[config.mk]
export PLATFORM = sky130hd
export DESIGN_NAME = gpio_irq_unit
export DESIGN_NICKNAME = d
export VERILOG_FILES = /design/src/rtl/gpio_irq_pkg.sv /design/src/rtl/gpio_irq_ctrl.sv /design/src/rtl/gpio_irq_dp.sv /design/src/rtl/gpio_irq_unit.sv
export SDC_FILE = /design/constraint.sdc
export NUM_CORES = 1
export LEC_CHECK = 0
export ABC_AREA = 1
export CORE_ASPECT_RATIO = 1.4
export CORE_MARGIN = 2
export CORE_UTILIZATION = 39
export CTS_CLUSTER_DIAMETER = 120
export DETAILED_ROUTE_END_ITERATION = 6
export GPL_ROUTABILITY_DRIVEN = 0
export GPL_TIMING_DRIVEN = 0
export RECOVER_POWER = 25
export SLEW_MARGIN = 20
export SYNTH_ARGS = -nofsm -noshare
export SYNTH_HDL_FRONTEND = slang
export SYNTH_HIERARCHICAL = 1
export SYNTH_SLANG_ARGS = --single-unit
[constraint.sdc]
create_clock -name clk -period 4.1 [get_ports clk]
set_input_delay 1.23 -clock clk [delete_from_list [all_inputs] [get_ports clk]]
set_output_delay 1.23 -clock clk [all_outputs]
set_load 0.05 [all_outputs]
[src/rtl/gpio_irq_pkg.sv]
package gpio_irq_pkg;
  localparam int MAX_CPUS = 4;
  localparam int LINES_PER_GROUP = 8;

  localparam logic [7:0] OFF_CAUSE      = 8'h14;
  localparam logic [7:0] OFF_EDGE_CPU0  = 8'h18;
  localparam logic [7:0] OFF_LEVEL_CPU0 = 8'h1C;
  localparam logic [7:0] OFF_EDGE_CPU1  = 8'h30;
  localparam logic [7:0] OFF_LEVEL_CPU1 = 8'h34;

  typedef enum logic [1:0] {
    RD_NONE  = 2'd0,
    RD_CAUSE = 2'd1,
    RD_EDGE  = 2'd2,
    RD_LEVEL = 2'd3
  } rdSel_e;

  typedef struct packed {
    logic                causeWr;
    logic [MAX_CPUS-1:0] edgeMaskWr;
    logic [MAX_CPUS-1:0] levelMaskWr;
    rdSel_e              rdSel;
    logic [1:0]          rdCpu;
  } regStrobe_t;
endpackage

[src/rtl/gpio_irq_ctrl.sv]
module gpio_irq_ctrl
  import gpio_irq_pkg::*;
#(
  parameter int NUM_CPUS = 4
) (
  input  logic       regWrEn,
  input  logic       regRegion,
  input  logic [7:0] regAddr,
  output regStrobe_t strobe
);
  rdSel_e     sel;
  logic [1:0] cpuIdx;

  always_comb begin
    sel    = RD_NONE;
    cpuIdx = 2'd0;
    if (!regRegion) begin
      if (regAddr == OFF_CAUSE) begin
        sel = RD_CAUSE;
      end else if (regAddr == OFF_EDGE_CPU0) begin
        sel = RD_EDGE;
      end else if (regAddr == OFF_LEVEL_CPU0) begin
        sel = RD_LEVEL;
      end else if (NUM_CPUS == 2 && regAddr == OFF_EDGE_CPU1) begin
        sel    = RD_EDGE;
        cpuIdx = 2'd1;
      end else if (NUM_CPUS == 2 && regAddr == OFF_LEVEL_CPU1) begin
        sel    = RD_LEVEL;
        cpuIdx = 2'd1;
      end
    end else if (NUM_CPUS == 4 && regAddr[1:0] == 2'b00) begin
      cpuIdx = regAddr[3:2];
      case (regAddr[7:4])
        4'h0:    sel = RD_CAUSE;
        4'h1:    sel = RD_EDGE;
        4'h2:    sel = RD_LEVEL;
        default: sel = RD_NONE;
      endcase
    end
  end

  always_comb begin
    strobe.rdSel       = sel;
    strobe.rdCpu       = cpuIdx;
    strobe.causeWr     = regWrEn && (sel == RD_CAUSE);
    strobe.edgeMaskWr  = (regWrEn && sel == RD_EDGE)  ? (MAX_CPUS'(1) << cpuIdx) : '0;
    strobe.levelMaskWr = (regWrEn && sel == RD_LEVEL) ? (MAX_CPUS'(1) << cpuIdx) : '0;
  end
endmodule

[src/rtl/gpio_irq_dp.sv]
module gpio_irq_dp
  import gpio_irq_pkg::*;
#(
  parameter int NUM_LINES = 32,
  parameter int NUM_CPUS  = 4,
  parameter int GROUPS    = 4
) (
  input  logic                       clk,
  input  logic                       rst,
  input  logic [NUM_LINES-1:0]       lineIn,
  input  logic [NUM_LINES-1:0]       polarity,
  input  regStrobe_t                 strobe,
  input  logic [NUM_LINES-1:0]       wrData,
  output logic [NUM_LINES-1:0]       rdData,
  output logic [NUM_CPUS*GROUPS-1:0] irqOut
);
  localparam int PADDED = GROUPS * LINES_PER_GROUP;

  logic [NUM_LINES-1:0] syncA, syncB, prevAdj, causeQ;
  logic [NUM_LINES-1:0] adjIn, edgeEv;
  logic [NUM_LINES-1:0] edgeMaskQ  [NUM_CPUS];
  logic [NUM_LINES-1:0] levelMaskQ [NUM_CPUS];
  logic [GROUPS-1:0]    irqGrpQ    [NUM_CPUS];

  assign adjIn  = syncB ^ polarity;
  assign edgeEv = adjIn & ~prevAdj;

  always_ff @(posedge clk) begin
    if (rst) begin
      syncA   <= '0;
      syncB   <= '0;
      prevAdj <= '0;
      causeQ  <= '0;
    end else begin
      syncA   <= lineIn;
      syncB   <= syncA;
      prevAdj <= adjIn;
      causeQ  <= (strobe.causeWr ? (causeQ & wrData) : causeQ) | edgeEv;
    end
  end

  for (genvar c = 0; c < NUM_CPUS; c++) begin : g_cpu
    logic [PADDED-1:0] lineReq;
    logic [GROUPS-1:0] grpReq;

    always_ff @(posedge clk) begin
      if (rst) begin
        edgeMaskQ[c]  <= '0;
        levelMaskQ[c] <= '0;
        irqGrpQ[c]    <= '0;
      end else begin
        if (strobe.edgeMaskWr[c])  edgeMaskQ[c]  <= wrData;
        if (strobe.levelMaskWr[c]) levelMaskQ[c] <= wrData;
        irqGrpQ[c] <= grpReq;
      end
    end

    always_comb begin
      lineReq = PADDED'((adjIn & levelMaskQ[c]) | (causeQ & edgeMaskQ[c]));
      for (int g = 0; g < GROUPS; g++) begin
        grpReq[g] = |lineReq[g*LINES_PER_GROUP +: LINES_PER_GROUP];
      end
    end

    assign irqOut[c*GROUPS +: GROUPS] = irqGrpQ[c];

    AST_MASKED_QUIET: assert property (@(posedge clk) disable iff (rst)
      (edgeMaskQ[c] == '0 && levelMaskQ[c] == '0) |=> (irqGrpQ[c] == '0));
  end

  always_comb begin
    rdData = '0;
    case (strobe.rdSel)
      RD_CAUSE: rdData = causeQ;
      RD_EDGE: begin
        for (int c = 0; c < NUM_CPUS; c++) begin
          if (strobe.rdCpu == 2'(c)) rdData = edgeMaskQ[c];
        end
      end
      RD_LEVEL: begin
        for (int c = 0; c < NUM_CPUS; c++) begin
          if (strobe.rdCpu == 2'(c)) rdData = levelMaskQ[c];
        end
      end
      default: rdData = '0;
    endcase
  end

  AST_CAUSE_NEEDS_EDGE: assert property (@(posedge clk) disable iff (rst)
    (causeQ & ~$past(causeQ) & ~$past(edgeEv)) == '0);

  AST_ONE_BITS_KEPT: assert property (@(posedge clk) disable iff (rst)
    strobe.causeWr |=> ((($past(causeQ) & $past(wrData)) & ~causeQ) == '0));

  AST_SET_BEATS_CLEAR: assert property (@(posedge clk) disable iff (rst)
    (strobe.causeWr && edgeEv != '0) |=> ((causeQ & $past(edgeEv)) == $past(edgeEv)));

  AST_RESET_EMPTY: assert property (@(posedge clk)
    rst |=> (causeQ == '0 && irqOut == '0));
endmodule

[src/rtl/gpio_irq_unit.sv]
module gpio_irq_unit
  import gpio_irq_pkg::*;
#(
  parameter int NUM_LINES = 32,
  parameter int NUM_CPUS  = 4,
  localparam int GROUPS   = (NUM_LINES + LINES_PER_GROUP - 1) / LINES_PER_GROUP
) (
  input  logic                       clk,
  input  logic                       rst,
  input  logic [NUM_LINES-1:0]       lineIn,
  input  logic [NUM_LINES-1:0]       polarity,
  input  logic                       regWrEn,
  input  logic                       regRegion,
  input  logic [7:0]                 regAddr,
  input  logic [NUM_LINES-1:0]       regWrData,
  output logic [NUM_LINES-1:0]       regRdData,
  output logic [NUM_CPUS*GROUPS-1:0] irqOut
);
  regStrobe_t strobe;

  gpio_irq_ctrl #(.NUM_CPUS(NUM_CPUS)) ctrl_i (
    .regWrEn  (regWrEn),
    .regRegion(regRegion),
    .regAddr  (regAddr),
    .strobe   (strobe)
  );

  gpio_irq_dp #(.NUM_LINES(NUM_LINES), .NUM_CPUS(NUM_CPUS), .GROUPS(GROUPS)) dp_i (
    .clk     (clk),
    .rst     (rst),
    .lineIn  (lineIn),
    .polarity(polarity),
    .strobe  (strobe),
    .wrData  (regWrData),
    .rdData  (regRdData),
    .irqOut  (irqOut)
  );

  AST_ABSENT_REGION_ZERO: assert property (@(posedge clk) disable iff (rst)
    (regRegion && NUM_CPUS != 4) |-> (regRdData == '0));
endmodule

==> qor.txt, run 1 <==
number of non-filler instances in the completed layout - 3103
WP data arrival - 3.01 ns
Final Cycle Share - 1.03
Global Route met3 Usage - 0.0413
Reg-to-Reg Start - dp_i/syncB[31]
Post-Synthesis Cell Area - 18400 µm²
Synth Net Count - 2294
fin worst setup slack - -0.140 ns
TritonCTS buffer count - 42
DR pass1 iterations - 6
global-route wire length before repair - 97100 µm
# Max-Cap Violations - 0
ANT cells - 0
detailed router's first-iteration violation count - 1359
slowest stage delay, CP - 0.28 ns
YS warnings - 6
share of flip-flops with an asynchronous set or reset - 0
Boundary Pins - 156
synthesized area per cell - 8.41 µm²
clock root cell - clkbuf_16
Vias/cell - 5.34
prevailing post-synth register cell - edfxtp_1
Max FO, Critical Path - 6
Layout area overhead - 29.8%
clk_lat worst skew - 0.55 ns
Syn Inst Count - 2186
Initial Util - 0.393
RSZ-0062 raised after global routing - true
share of layout cells above drive strength 1 - 0.150
met2 usage - 0.488
fmax - 236 MHz
register-to-register setup slack - 2.85 ns
vias in the first global route - 16366
Tot GR Track Use - 0.266
CORE AREA - 46800 µm²
# hold bufs at CTS - 0
dpl ws - -1.56 ns
total wire length - 66200 µm
GRT met1 Usage - 0.292
Rows - 94
DPL Wire Length - 44900 µm
Reg clk slew, reported paths - 0.06 ns
highest-delay cell along the critical path - o211ai_1
hold path startpoint - dp_i/syncA[2]
Data required, critical path - 2.87 ns
Hold Path Sink - dp_i/syncB[2]
Post-layout nets - 2554
largest net degree at the start of global routing - 33
Tightest Pin Transition - 1.09 ns
synth unique cells - 28
GR peak layer - met2
Total Power - 9.49 mW
initial antenna violation count - 1
number of synthesized register bits - 400
Synth top cells by count - nand2_1 (520), nor2_1 (475), edfxtp_1 (256)
failing checks - setup timing
clk_skew - 0.0115 ns
Pwr Density - 398 nW/µm²
max-slew violation count - 0
# H-tree levels - 2
PortBufs - 155
GRT overflow - 0
final hold vios - 0
DR WL/cell - 21.3 µm
top-count cell post-synth - nand2_1
Die Y - 261 µm
min cycle time layout - 4.24 ns
Synth area leaders - edfxtp_1 (42%), dfxtp_1 (16%), nand2_1 (11%)
post-synthesis sequential area ratio - 0.575
CTS Buffer Depth - 3
peak supply drop - 0.000291 V
Post-synth EDFFs - 256
cell accounting for the most synthesized area - edfxtp_1
CP Launch Type - primary input
Slew HR - 0.271
placed cell count - 2965
WHS - 0.399 ns
post-synth top area share - 0.418
Worst path top cell family by delay - buffers and inverters
Cell Chain, Critical Path - buf_8 > inv_6 > nand2_4 > nor2_4 > inv_4 > nor2_4 > buf_8 > buf_12 > nand2_8 > clkbuf_16 > o211ai_1 > nand3_1 > buf_6
Crit Path Class - in -> out
# setup viols final - 32
leakage - 10.4 nW
reg2reg end - dp_i/irqGrpQ[2][3]
Die Wd - 187 µm
post-route ant nets - 0
die area - 48900 µm²
worst path bufs/invs - 7
status - finished, violations left
CTS tree - built
R2R depth - 8
drc violations - 0
Hold Crit Depth - 2
Worst Hold Class - reg -> reg
clk sinks - 400
Crit. End Element - output port
total number of vias - 16575
## cell families after synthesis
family,Yosys count,share of synthesized area
compound gates,179,0.0613
buf+inv,311,0.0707
flops,400,0.575
simple gates,1296,0.293
## state kept, by name, summed over array words and instances, names as in the netlist
| signal | count |
|---|---|
| dp_i/levelMaskQ | 128 |
| dp_i/syncA | 32 |
| dp_i/prevAdj | 32 |
| dp_i/edgeMaskQ | 128 |
| dp_i/irqGrpQ | 16 |
| dp_i/syncB | 32 |
| dp_i/causeQ | 32 |
## worst max-delay path by stage
stage	start	endpoint	slack [ns]	depth (start not counted)
after floorplan	regAddr[0]	regRdData[12]	0.13	13
after global placement	regRegion	regRdData[20]	-1.56	12
after detailed placement	regRegion	regRdData[20]	-1.56	12
after CTS	regAddr[1]	regRdData[23]	-0.12	16
after global routing	regAddr[0]	regRdData[26]	-0.20	16
final	regAddr[1]	regRdData[31]	-0.14	13
## area by class of cell
| class | instances | area, µm² |
|---|---|---|
| fillers | 4432 | 23000 |
| flip-flops and latches | 400 | 10600 |
| multi-input cells | 1476 | 7020 |
| repair buffers | 216 | 2420 |
| clock buffers | 65 | 1280 |
| inverters | 224 | 886 |
| plain buffers | 86 | 801 |
| well taps | 624 | 781 |
| clock inverters | 12 | 93.8 |
## repair_timing
action,in CTS,in global routing
gates resized for setup,451,89
setup endpoints to repair,32,32
gates cloned,10,1
buffers inserted,45,7
pin swaps,46,49
## worst min-delay path: stages, from the launching register on
cell	delay, ns
dfxtp_1	0.29
inv_1	0.04
nor2_1	0.03
## layout by cell type (no fill, tap or decap), types with 8 or more instances in the layout
cell / netlist / routed
a21oi_1: 21 / 11
a21oi_2: 0 / 8
buf_12: 0 / 19
buf_2: 50 / 31
buf_4: 11 / 36
buf_6: 3 / 34
buf_8: 0 / 27
clkbuf_1: 18 / 23
clkbuf_16: 0 / 52
clkbuf_8: 0 / 11
clkdlybuf4s50_1: 0 / 113
clkinv_2: 0 / 8
dfxtp_1: 144 / 144
edfxtp_1: 256 / 256
inv_1: 217 / 212
nand2_1: 520 / 482
nand2_2: 6 / 27
nand2_4: 1 / 15
nand3_1: 233 / 205
nand3_2: 3 / 28
nand4_1: 35 / 35
nor2_1: 475 / 459
nor2_2: 1 / 12
o211ai_1: 55 / 55
o21ai_0: 64 / 59
o22ai_1: 32 / 32
or2_1: 8 / 8
## metal layers
layer | part of all wire | wire (µm) | vias to the layer above
li1 | - | - | 7691
met1 | 0.36 | 23900 | 7878
met2 | 0.51 | 33600 | 774
met3 | 0.069 | 4570 | 230
met4 | 0.062 | 4120 | 2
met5 | 0.00017 | 11 | -
## stage by stage
step                       util  setup TNS (ns)  cell area (µm²)
after floorplan               -               0            18400
final                     0.509           -2.57            23800
after global placement    0.442          -45.05            20700
after global routing      0.509           -4.66            23800
after detailed placement  0.442          -45.84            20700
after CTS                 0.503           -2.08            23600
## power by group
group / switching (mW) / total, mW / internal, mW
sequential: 0.178 / 4.69 / 4.51
clock: 1.59 / 3.81 / 2.22
combinational: 0.624 / 0.990 / 0.366
No activity file was read; power rests on OpenSTA's default activity.
==> run 2: changes to the inputs <==
- CTS_CLUSTER_SIZE: default -> 16
==> qor.txt, run 2 (synthesized netlist as in run 1, its figures left out) <==
fmax - 237 MHz
Crit Path Class - in -> out
min cycle time layout - 4.22 ns
drc violations - 0
part of the power in registers - 0.556
DPL Wire Length - 44900 µm
failing checks - setup timing
Worst Hold Class - reg -> reg
final hold vios - 0
placed cell count - 2965
CTS Buffer Depth - 3
GRT overflow - 0
sw power - 2.22 mW
# Max-Cap Violations - 0
total number of vias - 16590
highest routing layer actually used - met5
metal2 WL - 33500 µm
vias in the first global route - 15921
TritonCTS buffer count - 28
initial antenna violation count - 1
Pwr Density - 359 nW/µm²
highest-delay cell along the critical path - o211ai_1
Slew HR - 0.250
internal cell power - 6.20 mW
# setup viols final - 32
Crit. End Element - output port
clk_lat worst skew - 0.60 ns
DR pass1 iterations - 6
FILL cells - 4484
CP Launch Type - primary input
most frequent cells in the layout - nand2_1 (465), nor2_1 (460), edfxtp_1 (256)
Layout area overhead - 27.6%
share of layout cells above drive strength 1 - 0.143
Boundary Pins - 156
Sw Share - 0.263
total wire length - 66300 µm
peak supply drop - 0.000333 V
die area - 48900 µm²
clk sinks - 400
clock share of power - 0.325
commonest non-fill, non-tap cell in the layout - nand2_1
M1 wire length - 24100 µm
# hold bufs at CTS - 0
Reg clk slew, reported paths - 0.07 ns
clock root cell - clkbuf_16
slowest stage delay, CP - 0.27 ns
Post-layout nets - 2544
wire length on met3 - 4660 µm
DR WL/cell - 21.5 µm
Initial Util - 0.393
status - finished, violations left
detailed router's first-iteration violation count - 1530
Die Wd - 187 µm
global-route wire length before repair - 95600 µm
post-route ant nets - 0
# H-tree levels - 1
number of non-filler instances in the completed layout - 3082
dpl ws - -1.56 ns
Rows - 94
WP data arrival - 2.99 ns
max-slew violation count - 0
top flop regs - dp_i/edgeMaskQ x128, dp_i/levelMaskQ x128
Die Y - 261 µm
leakage - 10.1 nW
Comb power frac - 0.119
Max FO, Critical Path - 6
Cell Chain, Critical Path - buf_8 > inv_6 > nand2_4 > nor2_4 > inv_4 > nor2_4 > buf_12 > buf_12 > nand2_8 > clkbuf_16 > o211ai_1 > nand3_1 > buf_6
PortBufs - 155
Data required, critical path - 2.87 ns
CORE AREA - 46800 µm²
clk_skew - 0.0175 ns
Vias/cell - 5.38
fin worst setup slack - -0.123 ns
CTS tree - built
Tightest Pin Transition - 1.13 ns
Tot GR Track Use - 0.261
RSZ-0062 raised after global routing - true
Final Cycle Share - 1.03
ANT cells - 0
largest net degree at the start of global routing - 33
-- run 2: area by class of cell --
class | count | area [µm²] | share of cell area
tap | 624 | 781 | 0.0333
sequential | 400 | 10600 | 0.451
inverter | 224 | 893 | 0.0381
clock buffer | 52 | 812 | 0.0346
multi-input combinational | 1475 | 7050 | 0.301
timing repair buffer | 220 | 2500 | 0.107
buffer | 87 | 827 | 0.0353
-- run 2: power groups by stage --
stage | combinational [mW] | sequential [mW] | clock (mW)
3_3_place_gp | 0.891 | 4.75 | 0
6_report | 1.00 | 4.68 | 2.74
2_1_floorplan | 0.494 | 4.73 | 0
5_1_grt | 1.08 | 4.70 | 2.94
4_1_cts | 0.950 | 4.67 | 2.79
3_5_place_dp | 0.902 | 4.76 | 0
-- run 2: stage by stage --
stage / hold slack, ns / instance area (µm²) / total power [mW] / TNS [ns] / util
3_5_place_dp: 0.393 / 20700 / 5.66 / -45.84 / 0.442
6_report: 0.401 / 23400 / 8.42 / -2.58 / 0.501
2_1_floorplan: 0.388 / 18400 / 5.22 / 0 / -
3_3_place_gp: 0.390 / 20700 / 5.64 / -45.05 / 0.442
4_1_cts: 0.404 / 22700 / 8.40 / -1.95 / 0.485
5_1_grt: 0.418 / 23400 / 8.72 / -4.26 / 0.501
-- run 2: worst paths after layout --
| check | start | endpoint | slack (ns) | depth (start not counted) |
|---|---|---|---|---|
| worst min register to register | dp_i/syncA[29] | dp_i/syncB[29] | 0.40 | 2 |
| worst min-delay path | dp_i/syncA[29] | dp_i/syncB[29] | 0.40 | 2 |
| worst max-delay path | regAddr[1] | regRdData[31] | -0.12 | 13 |
| worst max register to register | dp_i/syncB[31] | dp_i/irqGrpQ[2][3] | 2.85 | 8 |
-- run 2: timing repair --
item | CTS | global route
resized for setup | 422 | 136
setup endpoints to repair | 32 | 32
gates cloned | 8 | 8
pin swaps | 41 | 80
setup buffers | 29 | 23
-- run 2: worst max-delay path, delay by kind of cell --
kind	cells	cell delay, ns
AO/OA/AOI/OAI	1	0.27
buffers and inverters	7	0.86
AND/OR/NAND/NOR	5	0.60
-- run 2: layer usage --
layer | up-vias | global-route usage
met1 | 7908 | 0.297
li1 | 7645 | -
met2 | 810 | 0.477
met4 | 2 | 0.143
met5 | - | 0
met3 | 225 | 0.0328
==> run 3: changes to the inputs <==
- MAX_ROUTING_LAYER: default -> met4
==> qor.txt, run 3 (synthesized netlist as in run 1, its figures left out) <==
Worst path top cell family by delay - buffers and inverters
WHS - 0.400 ns
die area - 48900 µm²
Data required, critical path - 2.87 ns
Die Wd - 187 µm
# H-tree levels - 1
Rows - 94
Total Power - 8.42 mW
failing checks - setup timing
Post-layout nets - 2544
Slew HR - 0.275
most frequent cells in the layout - nand2_1 (464), nor2_1 (460), edfxtp_1 (256)
detailed router's first-iteration violation count - 1683
Initial Util - 0.393
initial antenna violation count - 1
leakage - 10.1 nW
FILL cells - 4485
global-route wire length before repair - 95600 µm
CP Launch Type - primary input
Pwr Density - 359 nW/µm²
min cycle time layout - 4.27 ns
total wire length - 66200 µm
Layout area overhead - 27.6%
Tightest Pin Transition - 1.09 ns
Final Cycle Share - 1.04
CTS tree - built
DR pass1 iterations - 6
slowest stage delay, CP - 0.29 ns
# setup viols final - 32
top flop regs - dp_i/edgeMaskQ x128, dp_i/levelMaskQ x128
number of non-filler instances in the completed layout - 3083
TritonCTS buffer count - 28
clk sinks - 400
clk_skew - 0.0177 ns
Vias/cell - 5.36
dpl cell area - 20700 µm²
DR WL/cell - 21.5 µm
drc violations - 0
worst path bufs/invs - 7
setup TNS - -2.48 ns
Die Y - 261 µm
commonest non-fill, non-tap cell in the layout - nand2_1
clk_lat worst skew - 0.60 ns
CTS Buffer Depth - 3
RSZ-0062 raised after global routing - true
DPL Wire Length - 44900 µm
Worst Hold Class - reg -> reg
PortBufs - 155
# hold bufs at CTS - 0
post-route cell area - 23400 µm²
share of layout cells above drive strength 1 - 0.143
final core utilization - 0.501
clock root cell - clkbuf_16
max-slew violation count - 0
peak supply drop - 0.000332 V
Boundary Pins - 156
final hold vios - 0
WP data arrival - 3.04 ns
GRT overflow - 0
status - finished, violations left
post-route ant nets - 0
Crit. End Element - output port
dpl ws - -1.56 ns
largest net degree at the start of global routing - 33
Cell Chain, Critical Path - buf_8 > inv_6 > nand2_4 > nor2_4 > inv_4 > nor2_4 > buf_12 > buf_12 > nand2_8 > clkbuf_16 > o211ai_1 > nand3_1 > buf_6
placed cell count - 2965
fin worst setup slack - -0.169 ns
CORE AREA - 46800 µm²
Reg clk slew, reported paths - 0.07 ns
vias in the first global route - 15908
Crit Path Class - in -> out
total number of vias - 16535
Max FO, Critical Path - 6
# Max-Cap Violations - 0
highest-delay cell along the critical path - o211ai_1
fmax - 234 MHz
Tot GR Track Use - 0.269
[run 3: cell types whose count changed in the layout (fill, tap and decap cells not counted), sizes merged]
cell   delta
diode     +1
[run 3: power breakdown]
part | internal, mW | leakage, nW | switching [mW]
Clock | 1.33 | 0.385 | 1.41
Sequential | 4.50 | 3.63 | 0.175
Combinational | 0.372 | 6.04 | 0.630
[run 3: what timing repair did]
action | in CTS | in global routing
setup buffers | 29 | 23
resized for setup | 422 | 137
gates cloned | 8 | 8
setup endpoints to repair | 32 | 32
pin swaps | 41 | 81
[run 3: final cells by class]
| class | instances | area [µm²] | share of cell area |
|---|---|---|---|
| flip-flops and latches | 400 | 10600 | 0.451 |
| repair buffers | 220 | 2510 | 0.107 |
| plain buffers | 87 | 827 | 0.0353 |
| diodes | 1 | 2.50 | 0.000107 |
| inverters | 224 | 893 | 0.0381 |
| multi-input cells | 1475 | 7060 | 0.301 |
| clock buffers | 52 | 812 | 0.0346 |
| well taps | 624 | 781 | 0.0333 |
[run 3: worst reg2reg max path, delay by kind of cell, from the launching register on]
family	cells	cell delay [ns]
buffers and inverters	2	0.10
DFF	1	0.32
and+or+nand+nor	6	0.78
[run 3: worst paths after layout]
check                                     from  depth (start not counted)            endpoint  slack (ns)
worst min-delay path            dp_i/syncA[29]                          2      dp_i/syncB[29]        0.40
worst max-delay path                regAddr[1]                         13       regRdData[31]       -0.17
worst max register to register  dp_i/syncB[31]                          8  dp_i/irqGrpQ[2][3]        2.80
worst min register to register  dp_i/syncA[29]                          2      dp_i/syncB[29]        0.40
[run 3: layer usage]
| metal | up-vias | part of all wire | track usage |
|---|---|---|---|
| met4 | 0 | 0.062 | 0.142 |
| met3 | 233 | 0.067 | 0.0329 |
| met1 | 7875 | 0.37 | 0.296 |
| met5 | - | 0 | - |
| met2 | 786 | 0.51 | 0.478 |
| li1 | 7641 | - | - |
